File: src/rtl/pct_pkg.sv
package pct_pkg;

    localparam int REG_W  = 32;
    localparam int ADDR_W = 6;

    // word addresses of the shared registers
    localparam logic [ADDR_W-1:0] ADR_CTRL  = 6'd0;
    localparam logic [ADDR_W-1:0] ADR_SEL   = 6'd1;
    localparam logic [ADDR_W-1:0] ADR_ENSET = 6'd2;
    localparam logic [ADDR_W-1:0] ADR_ENCLR = 6'd3;
    localparam logic [ADDR_W-1:0] ADR_FLAG  = 6'd4;
    localparam int BLK_BASE   = 8;
    localparam int BLK_STRIDE = 4;
    localparam int CMP_BASE   = 32;
    localparam int CMP_STRIDE = 2;

    typedef enum logic [1:0] {
        BF_FRC  = 2'd0,
        BF_PRE  = 2'd1,
        BF_LIM  = 2'd2
    } blk_field_e;

    typedef struct packed {
        logic              en;
        logic [ADDR_W-1:0] addr;
        logic [REG_W-1:0]  data;
    } bus_wr_t;

    typedef struct packed {
        logic [REG_W-1:0] frc;
        logic [REG_W-1:0] pre;
        logic [REG_W-1:0] lim;
        logic [REG_W-1:0] frc_nxt;
        logic             step;
    } blk_view_t;

    function automatic logic [ADDR_W-1:0] blk_reg(input int b, input blk_field_e f);
        return ADDR_W'(BLK_BASE + BLK_STRIDE * b + int'(f));
    endfunction

    function automatic logic [ADDR_W-1:0] cmp_reg(input int k, input logic is_inc);
        return ADDR_W'(CMP_BASE + CMP_STRIDE * k + int'(is_inc));
    endfunction

    function automatic logic hits(input bus_wr_t w, input logic [ADDR_W-1:0] a);
        return w.en && (w.addr == a);
    endfunction

endpackage

File: src/rtl/pct_prescale_block.sv
module pct_prescale_block
    import pct_pkg::*;
#(
    parameter int BLK_IDX = 0
) (
    input  logic      clk,
    input  logic      rst,
    input  logic      run,
    input  bus_wr_t   wr,
    output blk_view_t view
);

    logic [REG_W-1:0] frc_q, pre_q, lim_q;
    logic ld_frc, ld_pre, ld_lim, at_lim;

    assign ld_frc = hits(wr, blk_reg(BLK_IDX, BF_FRC));
    assign ld_pre = hits(wr, blk_reg(BLK_IDX, BF_PRE));
    assign ld_lim = hits(wr, blk_reg(BLK_IDX, BF_LIM));
    assign at_lim = run && (pre_q == lim_q);

    always_ff @(posedge clk) begin
        if (rst) begin
            frc_q <= '0;
            pre_q <= '0;
            lim_q <= '0;
        end else begin
            if (ld_lim)
                lim_q <= wr.data;

            if (ld_pre)
                pre_q <= wr.data;
            else if (run)
                pre_q <= at_lim ? '0 : pre_q + 1'b1;

            if (ld_frc)
                frc_q <= wr.data;
            else if (at_lim)
                frc_q <= frc_q + 1'b1;
        end
    end

    always_comb begin
        view.frc     = frc_q;
        view.pre     = pre_q;
        view.lim     = lim_q;
        view.frc_nxt = frc_q + 1'b1;
        view.step    = at_lim && !ld_frc;
    end

endmodule

File: src/rtl/pct_compare_chan.sv
module pct_compare_chan
    import pct_pkg::*;
#(
    parameter int CH_IDX  = 0,
    parameter int NUM_BLK = 2,
    parameter int SEL_W   = 1
) (
    input  logic                      clk,
    input  logic                      rst,
    input  bus_wr_t                   wr,
    input  blk_view_t [NUM_BLK-1:0]   views,
    input  logic      [SEL_W-1:0]     sel,
    output logic      [REG_W-1:0]     cmp,
    output logic      [REG_W-1:0]     inc,
    output logic                      hit
);

    logic ld_cmp, ld_inc;

    assign ld_cmp = hits(wr, cmp_reg(CH_IDX, 1'b0));
    assign ld_inc = hits(wr, cmp_reg(CH_IDX, 1'b1));

    always_comb begin
        hit = 1'b0;
        if (int'(sel) < NUM_BLK)
            hit = views[sel].step && (views[sel].frc_nxt == cmp);
    end

    always_ff @(posedge clk) begin
        if (rst) begin
            cmp <= '0;
            inc <= '0;
        end else begin
            if (ld_inc)
                inc <= wr.data;
            if (ld_cmp)
                cmp <= wr.data;
            else if (hit)
                cmp <= cmp + inc;
        end
    end

endmodule

File: src/rtl/pct_irq_ctrl.sv
module pct_irq_ctrl
    import pct_pkg::*;
#(
    parameter int NUM_CMP = 4
) (
    input  logic               clk,
    input  logic               rst,
    input  bus_wr_t            wr,
    input  logic [NUM_CMP-1:0] hit,
    output logic [NUM_CMP-1:0] en,
    output logic [NUM_CMP-1:0] flag,
    output logic [NUM_CMP-1:0] irq
);

    logic [NUM_CMP-1:0] w1c, w1s_en, w1c_en;

    assign w1c    = hits(wr, ADR_FLAG)  ? wr.data[NUM_CMP-1:0] : '0;
    assign w1s_en = hits(wr, ADR_ENSET) ? wr.data[NUM_CMP-1:0] : '0;
    assign w1c_en = hits(wr, ADR_ENCLR) ? wr.data[NUM_CMP-1:0] : '0;

    always_ff @(posedge clk) begin
        if (rst) begin
            en   <= '0;
            flag <= '0;
        end else begin
            en   <= (en | w1s_en) & ~w1c_en;
            flag <= (flag & ~w1c) | hit;
        end
    end

    assign irq = flag & en;

endmodule

File: src/rtl/prescaled_cmp_timer.sv
module prescaled_cmp_timer
    import pct_pkg::*;
#(
    parameter int NUM_BLK = 2,
    parameter int NUM_CMP = 4
) (
    input  logic               clk,
    input  logic               rst,
    input  logic               bus_wr_en,
    input  logic [ADDR_W-1:0]  bus_addr,
    input  logic [REG_W-1:0]   bus_wdata,
    output logic [REG_W-1:0]   bus_rdata,
    output logic [NUM_CMP-1:0] irq
);

    localparam int SEL_W   = (NUM_BLK > 1) ? $clog2(NUM_BLK) : 1;
    localparam int SELV_W  = NUM_CMP * SEL_W;

    bus_wr_t                        wr;
    logic      [NUM_BLK-1:0]        run_q;
    logic      [SELV_W-1:0]         sel_q;
    blk_view_t [NUM_BLK-1:0]        views;
    logic      [NUM_BLK-1:0][REG_W-1:0] frc_all;
    logic      [NUM_CMP-1:0][REG_W-1:0] cmp_all, inc_all;
    logic      [NUM_CMP-1:0]        hit_all, en_q, flag_q;

    assign wr = '{en: bus_wr_en, addr: bus_addr, data: bus_wdata};

    always_ff @(posedge clk) begin
        if (rst) begin
            run_q <= '0;
            sel_q <= '0;
        end else begin
            if (hits(wr, ADR_CTRL))
                run_q <= wr.data[NUM_BLK-1:0];
            if (hits(wr, ADR_SEL))
                sel_q <= wr.data[SELV_W-1:0];
        end
    end

    for (genvar b = 0; b < NUM_BLK; b++) begin : g_blk
        pct_prescale_block #(.BLK_IDX(b)) u_blk (
            .clk  (clk),
            .rst  (rst),
            .run  (run_q[b]),
            .wr   (wr),
            .view (views[b])
        );
        assign frc_all[b] = views[b].frc;
    end

    for (genvar k = 0; k < NUM_CMP; k++) begin : g_cmp
        pct_compare_chan #(
            .CH_IDX  (k),
            .NUM_BLK (NUM_BLK),
            .SEL_W   (SEL_W)
        ) u_chan (
            .clk   (clk),
            .rst   (rst),
            .wr    (wr),
            .views (views),
            .sel   (sel_q[k*SEL_W +: SEL_W]),
            .cmp   (cmp_all[k]),
            .inc   (inc_all[k]),
            .hit   (hit_all[k])
        );
    end

    pct_irq_ctrl #(.NUM_CMP(NUM_CMP)) u_irq (
        .clk  (clk),
        .rst  (rst),
        .wr   (wr),
        .hit  (hit_all),
        .en   (en_q),
        .flag (flag_q),
        .irq  (irq)
    );

    always_comb begin
        bus_rdata = '0;
        if (bus_addr == ADR_CTRL)
            bus_rdata[NUM_BLK-1:0] = run_q;
        if (bus_addr == ADR_SEL)
            bus_rdata[SELV_W-1:0] = sel_q;
        if (bus_addr == ADR_ENSET || bus_addr == ADR_ENCLR)
            bus_rdata[NUM_CMP-1:0] = en_q;
        if (bus_addr == ADR_FLAG)
            bus_rdata[NUM_CMP-1:0] = flag_q;
        for (int b = 0; b < NUM_BLK; b++) begin
            if (bus_addr == blk_reg(b, BF_FRC)) bus_rdata = views[b].frc;
            if (bus_addr == blk_reg(b, BF_PRE)) bus_rdata = views[b].pre;
            if (bus_addr == blk_reg(b, BF_LIM)) bus_rdata = views[b].lim;
        end
        for (int k = 0; k < NUM_CMP; k++) begin
            if (bus_addr == cmp_reg(k, 1'b0)) bus_rdata = cmp_all[k];
            if (bus_addr == cmp_reg(k, 1'b1)) bus_rdata = inc_all[k];
        end
    end

endmodule

File: config.mk
export PLATFORM = sky130hd
export DESIGN_NAME = prescaled_cmp_timer
export DESIGN_NICKNAME = d
export VERILOG_FILES = /design/src/rtl/pct_pkg.sv /design/src/rtl/pct_prescale_block.sv /design/src/rtl/pct_compare_chan.sv /design/src/rtl/pct_irq_ctrl.sv /design/src/rtl/prescaled_cmp_timer.sv
export SDC_FILE = /design/constraint.sdc
export NUM_CORES = 2
export LEC_CHECK = 0
export ABC_CLOCK_PERIOD_IN_PS = 7200
export BUFFER_PORTS_ARGS = -buffer_cell sky130_fd_sc_hd__clkbuf_2
export CAP_MARGIN = 20
export CORE_MARGIN = 4
export CORE_UTILIZATION = 55
export DETAILED_ROUTE_END_ITERATION = 10
export PLACE_DENSITY = 0.71
export SLEW_MARGIN = 10
export SYNTH_ARGS = -nofsm -noshare
export SYNTH_HDL_FRONTEND = slang
export SYNTH_HIERARCHICAL = 1
export SYNTH_SLANG_ARGS = --single-unit
File: constraint.sdc
create_clock -name clk -period 7.2 [get_ports clk]
set_clock_uncertainty 0.1 [all_clocks]
set_input_delay 1.08 -clock clk [delete_from_list [all_inputs] [get_ports clk]]
set_output_delay 1.08 -clock clk [all_outputs]
set_load 0.005 [all_outputs]
==> impl_metrics.csv <==
group,metric,value,unit
clocking,cts.path.max_buffers,3,
synth,ys_types,99,
die,initial_utilization,55.9,%
synth,synth_seq_cells,462,
synth,synthAdderAreaFrac,4.55,%
synth,synth-xor-area-share,9.94,%
place,place.detailed.hpwl,137000,um
power,finalPower,6520,uW
power,p_per_area,164,nW/um^2
synth,synth_cells,5010,
clocking,ctsResizeCount,0,
synth,avgSynthCellArea,7.38,um^2
power,intPower,4620,uW
global_route,grt_pass1_wl,266000,um
worst_setup_path,r2r_slack,1440,ps
sta,relSlewSlack,11.4,%
hold_path,min_to,"g_cmp[3].u_chan/inc[20]$_SDFFE_PP0P_",
worst_setup_path,crit_type,"reg -> reg",
clocking,postCtsHoldBufs,0,
sta,final-hold-violation-count,0,
worst_setup_path,worstSetupEndpointType,"flop",
worst_setup_path,cp.arrival,6200,ps
die,core_area,66200,um^2
clocking,clock_latency,640,ps
run_status,outcome,"finished clean",
finish,layout-drive-gt1-share,7.72,%
clocking,root_buffer,"clkbuf_16",
clocking,clk_transition_reported_paths,60,ps
power,p_seq_share,40.6,%
sta,period_share,80.1,%
synth,ys_warn_count,6,
routing,drt_wl_total,191000,um
power,peakVddDrop,184,uV
die,dieArea,71500,um^2
synth,yosys.area_share.simple,25.8,%
routing,viasPerCell,7.28,
routing,drc_errors,0,
place,port_buffers,76,
finish,area_delta_synth_final,7.33,%
global_route,grt_pass1_vias,36755,
worst_setup_path,cp.required,7640,ps
sta,fmax,173,MHz
global_route,grt_remaining_overflow,0,
worst_setup_path,worst-path-max-fanout,26,
synth,synth_top_family_by_area,"simple AND/OR/NAND/NOR gates",
hold_path,min_path_type,"reg -> reg",
sta,slew_viol_final,0,
power,combPwrFrac,12.1,%
place,place.gp.congestion,1.13,
routing,dr.pass1.iters,9,
routing,drtAntennaViolNets,0,
finish,fillers,6112,
sta,period_minus_slack,5760,ps
synth,synthMuxAreaShare,6.56,%
worst_setup_path,r2r_end,"g_cmp[1].u_chan/cmp[16]$_SDFFE_PP0P_",
clocking,cts_sinks,462,
global_route,antenna_found_initial,13,
worst_setup_path,reg2reg_depth,14,
finish,num-nets-final,5037,
die,die_h,267,um
global_route,gr-usage-all-layers,51.0,%
clocking,cts_htree_levels,2,
synth,synth_async_sr_flop_share,0,%
synth,yosysTopAreaCellShare,25.0,%
synth,synthesis.area,37000,um^2
clocking,postCtsSetupBuffers,0,
synth,synth_compound_area_share,23.3,%
hold_path,min-delay-start,"g_cmp[3].u_chan/inc[20]$_SDFFE_PP0P_",
power,clkPwrFrac,47.3,%
power,leakage,0.0140,uW
flow_run,maxCapViolations,0,
synth,synth_edf_count,0,
sta,rsz0062_at_grt,"no",
synth,yosysSeqAreaShare,25.0,%
synth,synth_top_area_cell,"dfxtp_1",
global_route,grt_start_max_net_pins,112,
routing,drt_iter0_markers,8124,
clocking,cts_tree,"done",
finish,final_cell_mix,"nand2_1, a21oi_1, dfxtp_1",
power,switching_power,1900,uW
synth,synth_nets,5183,
power,switching_share,29.1,%
sta,tns,0,ps
die,io_pins,77,
sta,setup_viol,0,
synth,synthTopCellsByArea,"dfxtp_1, nand2_1, xnor2_1",
finish,final_util,60.0,%
finish,final_common_cell,"nand2_1",
die,num_rows,94,
routing,avgRoutedWirePerCell,33.1,um
routing,vias,42070,
worst_setup_path,cp-start-kind,"flop",
die,die_x,267,um
synth,synth_top_flop_cell,"dfxtp_1",
hold_path,worstHoldPathCells,2,
worst_setup_path,r2r-start,"g_blk[0].u_blk/frc_q[0]$_SDFFE_PP0P_",
clocking,cts_buffers,54,
sta,worst_pin_slew,1320,ps
worst max-delay path by stage:
stage	slack (ps)	depth (start not counted)	from	endpoint
floorplan	3100	14	bus_addr[3]	g_cmp[0].u_chan/cmp[26]$_SDFFE_PP0P_
global route	1290	15	g_blk[1].u_blk/pre_q[1]$_SDFFE_PP0P_	g_cmp[1].u_chan/cmp[16]$_SDFFE_PP0P_
finish	1440	14	g_blk[0].u_blk/frc_q[0]$_SDFFE_PP0P_	g_cmp[1].u_chan/cmp[16]$_SDFFE_PP0P_
detailed placement	1720	14	bus_addr[4]	g_cmp[1].u_chan/cmp[16]$_SDFFE_PP0P_
CTS	1680	14	g_blk[0].u_blk/frc_q[0]$_SDFFE_PP0P_	g_cmp[1].u_chan/cmp[16]$_SDFFE_PP0P_
global placement	1440	8	bus_addr[1]	bus_rdata[0]
power by group through the flow:
stage / registers (uW) / clock network, uW / logic, uW
after floorplan: 2670 / 0 / 391
final: 2650 / 3090 / 789
after CTS: 2640 / 3070 / 723
after global routing: 2650 / 3170 / 782
after detailed placement: 2700 / 0 / 720
after global placement: 2700 / 0 / 722
layer usage:
| layer | track usage (%) | wire, um | up-vias | share of wire, % |
|---|---|---|---|---|
| li1 | - | - | 17963 | - |
| met1 | 68.0 | 71400 | 19683 | 37 |
| met2 | 66.2 | 70000 | 3633 | 37 |
| met3 | 22.2 | 33600 | 773 | 18 |
| met4 | 32.2 | 16100 | 18 | 8.4 |
| met5 | 1.08 | 258 | - | 0.13 |
worst max-delay path: stages, from the launching register on:
cell and delay [ps]:
dfxtp_1 520, ha_1 310, nand4_1 150, nor3_1 480
and3_1 340, xor2_1 580, mux2i_1 300, xnor2_1 210
or4_1 470, or4b_1 570, or3_1 790, buf_4 380
nor2_1 140, a21oi_1 50, a211oi_1 250
final cells by class:
type                       count  area (um^2)  area share [%]
inverter                      59          221           0.558
multi-input combinational   4130        26100            65.6
antenna                        9         22.5          0.0567
timing repair buffer         157         1090            2.74
clock buffer                  83         1710            4.32
clock inverter                18          263           0.662
tap                          864         1080            2.72
sequential                   462         9250            23.3
kinds of logic (layout without fill, tap and decap cells):
kind of cell	after synthesis	in the layout
xor gates and xnor gates	420	420
AOI/OAI and AO/OA	1368	1368
and+or+nand+nor	1975	1975
adders and majority gates	132	132
buffers and inverters	418	317
muxes	235	235
other	0	9
DFF	462	462
per-stage QoR:
stage          setup WS (ps)  instances  hold WS, ps  instance area [um^2]
6_report                1440       5782          376                 39700
5_1_grt                 1290       5774          393                 39700
4_1_cts                 1680       5769          377                 39600
3_5_place_dp            1720       5668          369                 37700
3_3_place_gp            1440       5666          356                 37600
2_1_floorplan           3100       5010          348                 37000
Yosys cell counts, drive strengths merged (34+ instances only):
library cell and count:
nand4 128, nor2 321, a311oi 68, o21ai 268, o211ai 63, dfxtp 462
nand3 194, nor4 68, mux2i 195, inv 59, or3 45, ha 128
clkbuf 256, xor2 101, nand2 824, nor3 77, a21oi 464, mux2 38
a211oi 109, o221ai 34, a31oi 85, and3 65, nor2b 49, buf 103
a21o 63, xnor2 319, nand2b 66
No activity file was read; power rests on OpenSTA's default activity.
